===== src/rtl/dptr_pkg.sv =====
// Shared types for the dual data pointer unit.
// Assumes a two-bit command field driven by the core's decode logic.
package dptr_pkg;

    typedef enum logic [1:0] {
        PCMD_NOP  = 2'd0,
        PCMD_INC  = 2'd1,
        PCMD_LOAD = 2'd2,
        PCMD_RSVD = 2'd3
    } ptr_cmd_e;

    localparam int NUM_PTR = 2;

endpackage


===== src/rtl/dptr_bank.sv =====
// Storage for the two data pointers.
// Only the pointer chosen by sel is touched. A command (increment or load)
// takes priority over an SFR byte write to the same pointer.
// Assumes PTR_W equals two SFR bytes.
module dptr_bank #(
    parameter int PTR_W  = 16,
    parameter int DATA_W = 8
) (
    input  logic                                 clk,
    input  logic                                 rst_n,
    input  logic                                 sel,
    input  logic                                 wr_lo,
    input  logic                                 wr_hi,
    input  logic [DATA_W-1:0]                    wdata,
    input  logic                                 do_inc,
    input  logic                                 do_load,
    input  logic [PTR_W-1:0]                     imm,
    output logic [dptr_pkg::NUM_PTR-1:0][PTR_W-1:0] ptr_q
);
    localparam logic [PTR_W-1:0] ONE = PTR_W'(1);

    for (genvar i = 0; i < dptr_pkg::NUM_PTR; i++) begin : g_ptr
        logic hit;
        assign hit = (sel == 1'(i));

        // Update one pointer: command first, then byte writes.
        always_ff @(posedge clk) begin
            if (!rst_n) begin
                ptr_q[i] <= '0;
            end else if (hit) begin
                if (do_inc) begin
                    ptr_q[i] <= ptr_q[i] + ONE;
                end else if (do_load) begin
                    ptr_q[i] <= imm;
                end else if (wr_lo) begin
                    ptr_q[i][DATA_W-1:0] <= wdata;
                end else if (wr_hi) begin
                    ptr_q[i][PTR_W-1:DATA_W] <= wdata;
                end
            end
        end
    end
endmodule


===== src/rtl/dptr_auxreg.sv =====
// Auxiliary control register: pointer select, user flag, boot enable.
// Unimplemented bits read 0 and ignore writes. Boot enable is reloaded from
// the pin and status conditions on every clock while reset is held.
module dptr_auxreg #(
    parameter int DATA_W   = 8,
    parameter int SEL_BIT  = 0,
    parameter int FLAG_BIT = 3,
    parameter int BOOT_BIT = 5
) (
    input  logic              clk,
    input  logic              rst_n,
    input  logic              wr,
    input  logic [DATA_W-1:0] wdata,
    input  logic [DATA_W-1:0] boot_status,
    input  logic              psen_n,
    input  logic              ale_pin,
    input  logic              ea_high,
    output logic              sel,
    output logic              boot_en,
    output logic [DATA_W-1:0] rd_val
);
    logic flag;
    logic boot_req;

    // Boot request seen at the pins or in the status byte.
    assign boot_req = (boot_status != '0) | (~psen_n & ale_pin & ea_high);

    // Select bit and user flag.
    always_ff @(posedge clk) begin
        if (!rst_n) begin
            sel  <= 1'b0;
            flag <= 1'b0;
        end else if (wr) begin
            sel  <= wdata[SEL_BIT];
            flag <= wdata[FLAG_BIT];
        end
    end

    // Boot-enable flag: follows the request during reset, writable after.
    always_ff @(posedge clk) begin
        if (!rst_n) begin
            boot_en <= boot_req;
        end else if (wr) begin
            boot_en <= wdata[BOOT_BIT];
        end
    end

    // Assemble the read value with every other bit at zero.
    always_comb begin
        rd_val           = '0;
        rd_val[SEL_BIT]  = sel;
        rd_val[FLAG_BIT] = flag;
        rd_val[BOOT_BIT] = boot_en;
    end
endmodule


===== src/rtl/dptr_sfr_mux.sv =====
// SFR read multiplexer. Purely combinational, so a read shows the values
// held before the next clock edge. Unmapped addresses return zero.
module dptr_sfr_mux #(
    parameter int               DATA_W  = 8,
    parameter int               ADDR_W  = 8,
    parameter logic [ADDR_W-1:0] ADDR_LO  = 8'h82,
    parameter logic [ADDR_W-1:0] ADDR_HI  = 8'h83,
    parameter logic [ADDR_W-1:0] ADDR_AUX = 8'hA2
) (
    input  logic [ADDR_W-1:0] addr,
    input  logic [DATA_W-1:0] lo_byte,
    input  logic [DATA_W-1:0] hi_byte,
    input  logic [DATA_W-1:0] aux_byte,
    output logic [DATA_W-1:0] rdata
);
    // Pick the addressed byte.
    always_comb begin
        if (addr == ADDR_LO) begin
            rdata = lo_byte;
        end else if (addr == ADDR_HI) begin
            rdata = hi_byte;
        end else if (addr == ADDR_AUX) begin
            rdata = aux_byte;
        end else begin
            rdata = '0;
        end
    end
endmodule


===== src/rtl/dptr_pair_unit.sv =====
// Dual data pointer unit top level.
// Decodes SFR writes and pointer commands, keeps two pointers and the
// auxiliary register, and drives the selected pointer out as an address.
// Assumes one SFR access and at most one pointer command per cycle.
module dptr_pair_unit #(
    parameter int               PTR_W    = 16,
    parameter int               DATA_W   = 8,
    parameter int               ADDR_W   = 8,
    parameter logic [ADDR_W-1:0] ADDR_LO  = 8'h82,
    parameter logic [ADDR_W-1:0] ADDR_HI  = 8'h83,
    parameter logic [ADDR_W-1:0] ADDR_AUX = 8'hA2
) (
    input  logic              clk,
    input  logic              rst_n,
    input  logic [ADDR_W-1:0] sfr_addr,
    input  logic              sfr_wr,
    input  logic [DATA_W-1:0] sfr_wdata,
    output logic [DATA_W-1:0] sfr_rdata,
    input  logic [1:0]        ptr_cmd,
    input  logic [PTR_W-1:0]  ptr_imm,
    output logic [PTR_W-1:0]  addr_out,
    input  logic [DATA_W-1:0] boot_status,
    input  logic              psen_n,
    input  logic              ale_pin,
    input  logic              ea_high,
    output logic              boot_en
);
    import dptr_pkg::*;

    ptr_cmd_e                    cmd;
    logic                        sel;
    logic                        wr_lo, wr_hi, wr_aux;
    logic [NUM_PTR-1:0][PTR_W-1:0] ptr_q;
    logic [DATA_W-1:0]           aux_val;

    // Decode the command and the write targets.
    assign cmd    = ptr_cmd_e'(ptr_cmd);
    assign wr_lo  = sfr_wr && (sfr_addr == ADDR_LO);
    assign wr_hi  = sfr_wr && (sfr_addr == ADDR_HI);
    assign wr_aux = sfr_wr && (sfr_addr == ADDR_AUX);

    dptr_bank #(
        .PTR_W  (PTR_W),
        .DATA_W (DATA_W)
    ) u_bank (
        .clk     (clk),
        .rst_n   (rst_n),
        .sel     (sel),
        .wr_lo   (wr_lo),
        .wr_hi   (wr_hi),
        .wdata   (sfr_wdata),
        .do_inc  (cmd == PCMD_INC),
        .do_load (cmd == PCMD_LOAD),
        .imm     (ptr_imm),
        .ptr_q   (ptr_q)
    );

    dptr_auxreg #(
        .DATA_W (DATA_W)
    ) u_aux (
        .clk         (clk),
        .rst_n       (rst_n),
        .wr          (wr_aux),
        .wdata       (sfr_wdata),
        .boot_status (boot_status),
        .psen_n      (psen_n),
        .ale_pin     (ale_pin),
        .ea_high     (ea_high),
        .sel         (sel),
        .boot_en     (boot_en),
        .rd_val      (aux_val)
    );

    // The selected pointer is the external address.
    assign addr_out = ptr_q[sel];

    dptr_sfr_mux #(
        .DATA_W   (DATA_W),
        .ADDR_W   (ADDR_W),
        .ADDR_LO  (ADDR_LO),
        .ADDR_HI  (ADDR_HI),
        .ADDR_AUX (ADDR_AUX)
    ) u_mux (
        .addr     (sfr_addr),
        .lo_byte  (addr_out[DATA_W-1:0]),
        .hi_byte  (addr_out[PTR_W-1:DATA_W]),
        .aux_byte (aux_val),
        .rdata    (sfr_rdata)
    );
endmodule


===== config.mk =====
export PLATFORM = sky130hd
export DESIGN_NAME = dptr_pair_unit
export DESIGN_NICKNAME = d
export VERILOG_FILES = /design/src/rtl/dptr_pkg.sv /design/src/rtl/dptr_bank.sv /design/src/rtl/dptr_auxreg.sv /design/src/rtl/dptr_sfr_mux.sv /design/src/rtl/dptr_pair_unit.sv
export SDC_FILE = /design/constraint.sdc
export NUM_CORES = 1
export LEC_CHECK = 0
export ABC_AREA = 1
export ABC_CLOCK_PERIOD_IN_PS = 1920
export BUFFER_PORTS_ARGS = -buffer_cell sky130_fd_sc_hd__clkbuf_2
export CORE_UTILIZATION = 33
export DETAILED_ROUTE_END_ITERATION = 8
export PLACE_DENSITY = 0.54
export REMOVE_ABC_BUFFERS = 1
export SKIP_LAST_GASP = 1
export SLEW_MARGIN = 5
export SYNTH_ARGS = -nofsm -noshare
export SYNTH_HDL_FRONTEND = slang
export SYNTH_HIERARCHICAL = 1
export SYNTH_SLANG_ARGS = --single-unit

===== constraint.sdc =====
create_clock -name clk -period 1.92 [get_ports clk]
set_clock_uncertainty 0.15 [all_clocks]
set_input_delay 0.096 -clock clk [delete_from_list [all_inputs] [get_ports clk]]
set_output_delay 0.096 -clock clk [all_outputs]
set_load 0.03 [all_outputs]

==> reports/qor.txt, run 1 <==
status = finished, final reports clean
fin worst setup slack = 0.08877 ns
Yosys cell types = 33
Clock power frac = 32.2%
FP Rows = 35
Post-CTS Setup Inserts = 0
proportion of layout cells with a drive suffix above 1 = 24.21%
largest net degree at the start of global routing = 43
measured slew at the worst slew-check pin = 0.7022 ns
TritonCTS Sinks = 35
Worst EP arrival = 1.59 ns
most numerous cell in the Yosys netlist = nand2_1
Hold Vio Cnt, Final = 0
DR DRC count = 0
TritonCTS Buffers = 5
post-synthesis cell area = 3123 µm²
initial core utilization = 33.96%
fin crit share = 95.38%
CTS clk-pin slew, worst paths = 0.07 ns
Power Density = 519.6 nW/µm²
Die Height = 99.28 µm
RSZ-0062 raised after global routing = yes
Synth Warn # = 6
WL per Instance = 14.94 µm
synthesized instance count = 527
via count = 3552
post-synth top area cell = dfxtp_1
PortBufs = 72
WL final = 10600 µm
startpoint types = flip-flop
area added between synthesis and finish = 18.03%
Hold Slack = 0.02405 ns
DR vias/cell = 5.003
R2R cell count = 7
cell chosen for the clock root = clkbuf_8
I/O pins = 73
Area after DPL = 3552 µm²
Chip Width = 99.28 µm
vias in the first global route = 3288
Comb power frac = 25.7%
fmax = 0.5461 GHz
Post-synth top flop = dfxtp_1
Initial DRT Pass Iterations = 4
Syn Area/Cell = 5.926 µm²
design area = 3686 µm²
# Max-Cap Violations = 0
Worst Setup SP = u_aux/sel
share of the synthesized area in the top cell type = 21.79%
dpl hpwl = 8294 µm
required time of the critical path = 1.67 ns
maximum vdd drop = 206.3 µV
Total GRT Usage = 22.22%
Antenna Cells = 0
total grt overflow = 0
crit path time final = 1.831 ns
Reg power frac = 42.1%
leakage power = 1.612 nW
worst-skew pair later-pin latency = 0.29 ns
final core utilization = 40.08%
switching part of the total = 34.59%
final setup vio count = 0
worst hold path type = in -> reg
ANT nets after route = 0
final slew viol count = 0
FF+latch count, synth = 35
critical setup path kind = reg -> out
die area = 9857 µm²
initial antenna violation count = 0
crit end category = output pin
Worst Setup EP = sfr_rdata[1]
first-pass GRT wire length = 16980 µm
drt initial violations = 245
R2R Path Start = u_bank/ptr_q[1]
top cells by area, synth = dfxtp_1, nand2_1, nand3_1, a21oi_1, nor2_1
number of enable flip-flop cells after synthesis = 1
Reg2Reg Setup Slack = 0.28 ns
pre-CTS setup slack = 0.2375 ns
# nets final = 648
synth cell count leaders = nand2_1, nor2_1, nand3_1
Internal = 1.253 mW
Rel. slew slack = 53.19%
Reg2Reg Capture Point = u_bank/ptr_q[12]
CP Max Fanout = 20
Core Area = 9196 µm²
GPL Wtd Cong = 0.8680
H-tree levels = 2
sequential area share after synthesis = 22.76%
Total Power = 1.915 mW
Switching Power = 662.4 µW
Max clock buf depth = 2
async set or reset register ratio after synthesis = 0%
TritonCTS clock tree = done
==> layout by cell type, fill, tap and decap left out, types with 10 or more instances in the layout <==
master	count
nand2_1	105
nand3_1	62
o21ai_1	17
a21oi_1	54
nor2_2	11
o21ai_0	34
nand2_2	10
dfxtp_1	32
inv_1	56
clkbuf_2	71
nor2_1	67
==> worst max-delay path, cell delays in order (launching register included) <==
cell     delay [ns]
dfxtp_2        0.35
buf_8          0.16
o21ai_0        0.23
buf_4          0.17
nand3_2        0.07
nand3_1        0.12
buf_2          0.20
==> flip-flops by register name (all words and copies together), names as in the netlist <==
register,count
u_bank/ptr_q,32
u_aux/boot_en,1
u_aux/flag,1
u_aux/sel,1
==> worst min path at each step <==
stage / startpoint / end / slack (ns) / cells after the start
2_1_floorplan: sfr_wdata[0] / u_aux/sel / 0.08 / 2
3_3_place_gp: sfr_wdata[3] / u_aux/flag / 0.19 / 3
3_5_place_dp: sfr_wdata[3] / u_aux/flag / 0.20 / 3
4_1_cts: sfr_wdata[5] / u_aux/boot_en / 0.03 / 3
5_1_grt: sfr_wdata[5] / u_aux/boot_en / 0.08 / 3
6_report: sfr_wdata[5] / u_aux/boot_en / 0.02 / 3
==> layer usage <==
metal  vias up  track usage, %  wire (µm)
met1      1597           29.36       4819
li1       1841               -          -
met3        10           3.303        515
met4         0           5.090        157
met2       104           38.09       5111
met5         -               0          0
==> stage by stage <==
| stage | setup TNS (ns) | cells |
|---|---|---|
| floorplan | -20.44 | 507 |
| global placement | 0 | 700 |
| detailed placement | 0 | 700 |
| CTS | 0 | 710 |
| global route | -0.004917 | 710 |
| finish | 0 | 710 |
==> timing repair <==
action	4_1_cts	5_1_grt
gates resized for setup	3	9
gates cloned	0	0
setup endpoints to repair	5	7
pin swaps	0	0
hold buffers	2	0
hold endpoints to repair	2	0
==> kinds of logic (layout without fill, tap and decap cells) <==
| group | count (synthesis) | count (layout) | share of synthesized area, % |
|---|---|---|---|
| other cells | 1 | 5 | 0.1201 |
| xor+xnor | 4 | 4 | 1.122 |
| simple gates | 276 | 276 | 41.31 |
| fa+ha+maj | 2 | 2 | 0.8012 |
| flops | 35 | 35 | 22.76 |
| compound gates | 118 | 118 | 19.99 |
| buf+inv | 91 | 159 | 13.90 |
==> power by group through the flow <==
stage	clock network [mW]	logic, mW	registers, mW
finish	0.617	0.492	0.806
global route	0.669	0.536	0.813
CTS	0.629	0.489	0.804
detailed placement	0	0.483	0.821
global placement	0	0.483	0.820
floorplan	0	0.276	0.815
==> final cells by class <==
type	count	area, µm²
sequential	35	713.2
timing repair buffer	84	475.5
inverter	67	259.0
multi-input combinational	405	1999
tap	111	138.9
fill	1032	5510
clock buffer	8	100.1
(Power assumes the default switching activity.)
==> run 2, diff against run 1 <==
BUFFER_PORTS_ARGS = -buffer_cell sky130_fd_sc_hd__buf_4   (was -buffer_cell sky130_fd_sc_hd__clkbuf_2)
CELL_PAD_IN_SITES_DETAIL_PLACEMENT = 1   (was not set)
CELL_PAD_IN_SITES_GLOBAL_PLACEMENT = 1   (was not set)
PLACE_DENSITY = 0.75   (was 0.54)
==> run 2 against run 1 <==
  * Critical path depth unchanged
  * Via count increased by 5.1%
  * Final cell count decreased by 0.14%
  * First-iteration DRC count decreased by 60%
  * Register-to-register slack got worse by 0.04 ns
  * Hold slack improved by 0.0030 ns
  * Die area unchanged
  * Combinational power increased by 11%
  * Critical path type unchanged
  * Critical endpoint unchanged
  * Highest routed layer unchanged
==> reports/qor.txt, run 2 (synthesis gave the netlist of run 1 again) <==
initial antenna violation count = 0
WL final = 12390 µm
Total GRT Usage = 25.53%
dpl hpwl = 9709 µm
area added between synthesis and finish = 24.76%
maximum vdd drop = 220.8 µV
Hold Path Depth = 3
final setup vio count = 0
R2R cell count = 8
DR WL met3 = 381 µm
Core Area = 9196 µm²
first-pass GRT wire length = 19540 µm
leakage power = 1.665 nW
Critical Path Max Stage Delay = 0.48 ns
TritonCTS Sinks = 35
Reg2Reg Capture Point = u_bank/ptr_q[10]
Chip Width = 99.28 µm
crit path time final = 1.823 ns
Top reg by flops = u_bank/ptr_q
startpoint types = flip-flop
Worst EP arrival = 1.58 ns
most frequent cells in the layout = nand2_1, buf_4, nor2_1
proportion of layout cells with a drive suffix above 1 = 24.08%
largest net degree at the start of global routing = 43
fmax = 0.5485 GHz
initial core utilization = 33.96%
Max clock buf depth = 2
final slew viol count = 0
Worst path most repeated cell = buf_4
cell chosen for the clock root = clkbuf_8
worst-skew pair later-pin latency = 0.29 ns
status = finished, final reports clean
Worst Setup SP = u_bank/ptr_q[9]
TritonCTS clock tree = done
worst hold path type = in -> reg
drt initial violations = 97
highest routed metal layer = met4
Worst Setup EP = sfr_rdata[1]
# Max-Cap Violations = 0
DR vias/cell = 5.264
PortBufs = 72
R2R Path Start = u_bank/ptr_q[1]
FP Rows = 35
Hold Slack = 0.02704 ns
Crit-path slowest cell = dfxtp_1
commonest non-fill, non-tap cell in the layout = nand2_1
H-tree levels = 2
Total Power = 1.972 mW
TritonCTS Buffers = 5
RSZ-0062 raised after global routing = no
fin crit share = 94.95%
crit end category = output pin
# nets final = 647
Power Density = 506.2 nW/µm²
DR DRC count = 0
CP Max Fanout = 6
Reg2Reg Setup Slack = 0.24 ns
Hold Vio Cnt, Final = 0
ANT nets after route = 0
met2 wire len = 6125 µm
critical-path cell list = inv_1 -> o21ai_2 -> buf_4 -> nand3_2 -> nand3_1 -> buf_4
I/O pins = 73
Die Height = 99.28 µm
max reg flops = 32
via count = 3732
met1 WL = 5547 µm
critical setup path kind = reg -> out
die area = 9857 µm²
total grt overflow = 0
WL per Instance = 17.47 µm
CTS clk-pin slew, worst paths = 0.07 ns
vias in the first global route = 3825
Initial DRT Pass Iterations = 6
Antenna Cells = 0
required time of the critical path = 1.67 ns
GPL Wtd Cong = 0.8730
==> run 2: changes by cell type in the layout (fill, tap and decap cells not counted) <==
cell       previous run  this run
buf_4                 8        77
dfxtp_1              32        33
buf_12                1         3
o21ai_1              17        12
buf_2                 1         0
dfxtp_2               2         1
buf_8                 1         0
o21ai_2               5         6
o21ai_0              34        38
clkbuf_16             0         1
clkbuf_2             71         0
==> run 2: per-stage QoR <==
step	instances	setup WS (ns)	util, %	instance area (µm²)	setup TNS, ns
2_1_floorplan	507	-0.6238	-	2963	-20.44
3_3_place_gp	698	0.2430	40.69	3742	0
3_5_place_dp	698	0.2229	40.69	3742	0
4_1_cts	708	0.01706	42.00	3862	0
5_1_grt	709	0.02932	42.37	3896	0
6_report	709	0.09697	42.37	3896	0
==> run 2: routing by layer <==
| layer | track usage, % | up-vias |
|---|---|---|
| met5 | 0 | - |
| met4 | 8.145 | 0 |
| met3 | 2.952 | 16 |
| met2 | 44.98 | 95 |
| met1 | 32.42 | 1781 |
| li1 | - | 1840 |
==> run 2: worst min-delay path by stage <==
stage                            start       endpoint  slack, ns
after floorplan           sfr_wdata[0]      u_aux/sel       0.08
after global placement    sfr_wdata[3]     u_aux/flag       0.18
after global routing      sfr_wdata[5]  u_aux/boot_en       0.06
final                     sfr_wdata[5]  u_aux/boot_en       0.03
after CTS                 sfr_wdata[5]  u_aux/boot_en       0.02
after detailed placement  sfr_wdata[3]     u_aux/flag       0.21
==> run 2: area by class of cell <==
class                      count  area [µm²]
fill                        1289        5300
multi-input combinational    405        2003
sequential                    35       711.9
timing repair buffer          83       683.2
inverter                      67       259.0
tap                          111       138.9
clock buffer                   8       100.1
==> run 2: repair_timing <==
item / 4_1_cts / 5_1_grt
gates resized for setup: 2 / 3
setup endpoints to repair: 2 / 2
hold buffers: 2 / 0
hold endpoints to repair: 2 / 0
cloned: 0 / 1
pin swaps: 0 / 0
buffers inserted: 0 / 0
==> run 2: where the power goes <==
group          internal, mW  total [mW]  leakage [nW]  switching [mW]
Combinational         0.208       0.548          1.33           0.340
Clock                 0.328       0.612        0.0515           0.283
Sequential            0.762       0.813         0.288          0.0509
Total                  1.30        1.97          1.66           0.674
==> run 2: critical path: cells and delay by family, from the launching register on <==
kind | cells | cell delay [ns]
DFF | 1 | 0.48
buffers and inverters | 3 | 0.43
AOI/OAI and AO/OA | 1 | 0.22
and+or+nand+nor | 2 | 0.16
==> run 3, diff against run 2 <==
RECOVER_POWER = 50   (was not set)
==> run 3 against run 2 <==
  * Worst setup slack better by 0.0065 ns
  * Hold slack better by 0.0029 ns
  * Count of clock-buffer cells in the layout stayed put
  * Final cell count stayed put
  * Core utilization is 0.39 points lower
  * Sequential share of layout area is 0.17 points higher
  * Critical path depth stayed put
  * Combinational power is 2% lower
  * Fmax is 0.36% higher
  * Via count is 0.64% lower
  * Routed wire length is 0.11% higher
  * Die area stayed put
==> reports/qor.txt, run 3 (synthesis gave the netlist of run 1 again) <==
status = finished, final reports clean
Worst EP arrival = 1.57 ns
Die Height = 99.28 µm
die area = 9857 µm²
H-tree levels = 2
Initial DRT Pass Iterations = 7
ANT nets after route = 0
GPL Wtd Cong = 0.8730
RSZ-0062 raised after global routing = no
Fin Setup TNS = 0 ns
Hold Slack = 0.02994 ns
# Max-Cap Violations = 0
Reg2Reg Capture Point = u_bank/ptr_q[2]
largest net degree at the start of global routing = 43
fmax = 0.5505 GHz
Worst path most repeated cell = buf_4
maximum vdd drop = 219.9 µV
TritonCTS Sinks = 35
FP Rows = 35
crit path time final = 1.817 ns
Post-CTS Setup Inserts = 0
first-pass GRT wire length = 19540 µm
hold path startpoint = sfr_wdata[5]
startpoint types = flip-flop
CP Max Fanout = 6
Worst Hold End = u_aux/boot_en
Top reg by flops = u_bank/ptr_q
initial core utilization = 33.96%
Critical Path Max Stage Delay = 0.47 ns
final slew viol count = 0
commonest non-fill, non-tap cell in the layout = nand2_1
initial antenna violation count = 0
critical-path cell list = inv_1 -> o21ai_2 -> buf_4 -> nand3_2 -> nand3_1 -> buf_4
critical setup path kind = reg -> out
via count = 3708
Antenna Cells = 0
Cell Count, Final, Fillers Out = 709
TritonCTS clock tree = done
Power Density = 507.6 nW/µm²
final core utilization = 41.97%
measured slew at the worst slew-check pin = 0.7137 ns
WL final = 12400 µm
crit end category = output pin
Hold Vio Cnt, Final = 0
final setup vio count = 0
leakage power = 1.638 nW
TritonCTS Buffers = 5
cell chosen for the clock root = clkbuf_8
vias in the first global route = 3825
Chip Width = 99.28 µm
CTS clk-pin slew, worst paths = 0.07 ns
dpl hpwl = 9709 µm
max reg flops = 32
worst hold path type = in -> reg
DP Cell Count = 698
proportion of layout cells with a drive suffix above 1 = 22.07%
Rel. slew slack = 52.42%
Crit-path slowest cell = dfxtp_1
Worst Setup SP = u_bank/ptr_q[9]
Max clock buf depth = 2
FILL cells = 1293
required time of the critical path = 1.67 ns
Reg2Reg Setup Slack = 0.21 ns
DR DRC count = 0
most frequent cells in the layout = nand2_1, buf_4, nor2_1
DR vias/cell = 5.230
# nets final = 647
WL per Instance = 17.49 µm
I/O pins = 73
R2R cell count = 6
PortBufs = 72
total grt overflow = 0
Area after DPL = 3742 µm²
design area = 3860 µm²
worst-skew pair later-pin latency = 0.28 ns
R2R Path Start = u_aux/sel
fin crit share = 94.61%
Total GRT Usage = 25.53%
Hold Path Depth = 3
area added between synthesis and finish = 23.60%
drt initial violations = 126
Core Area = 9196 µm²
==> run 3: through the flow <==
step	total power, mW	setup slack (ns)
global route	2.056	0.02932
CTS	1.980	0.01706
finish	1.959	0.1035
floorplan	1.091	-0.6238
detailed placement	1.366	0.2229
global placement	1.350	0.2430
==> run 3: how the worst max path moves through the flow <==
stage                             to  slack (ns)
floorplan           u_bank/ptr_q[27]       -0.62
global placement        sfr_rdata[7]        0.24
detailed placement  u_bank/ptr_q[28]        0.22
CTS                     sfr_rdata[1]        0.02
global route            sfr_rdata[1]        0.03
finish                  sfr_rdata[1]        0.10
==> run 3: critical path: cells and delay by family (launching register included) <==
kind | cells | cell delay, ns
AND/OR/NAND/NOR | 2 | 0.16
buffers and inverters | 3 | 0.43
flip-flops | 1 | 0.47
AO/OA/AOI/OAI | 1 | 0.22
==> run 3: layer usage <==
layer,vias up,share of wire [%],global-route usage (%)
met3,12,3.1,2.952
met5,-,0,0
met1,1778,45,32.42
met2,74,50,44.98
met4,0,2.4,8.145
li1,1844,-,-
==> run 3: final cells by class <==
cell class | instances | area (µm²) | area share (%)
well taps | 111 | 138.9 | 3.598
repair buffers | 83 | 654.4 | 16.95
inverters | 67 | 259.0 | 6.710
flip-flops and latches | 35 | 711.9 | 18.44
clock buffers | 8 | 100.1 | 2.593
multi-input cells | 405 | 1996 | 51.70
==> run 3: where the power goes <==
group          switching, mW  internal (mW)  leakage [nW]
combinational          0.339          0.196          1.30
sequential            0.0501          0.762         0.288
clock                  0.284          0.328        0.0515
==> run 3: timing repair <==
item,CTS,global route
cloned,0,1
hold endpoints to repair,2,0
endpoints found under the setup margin,2,2
hold buffers,2,0
resized for setup,2,3
pin swaps,0,0
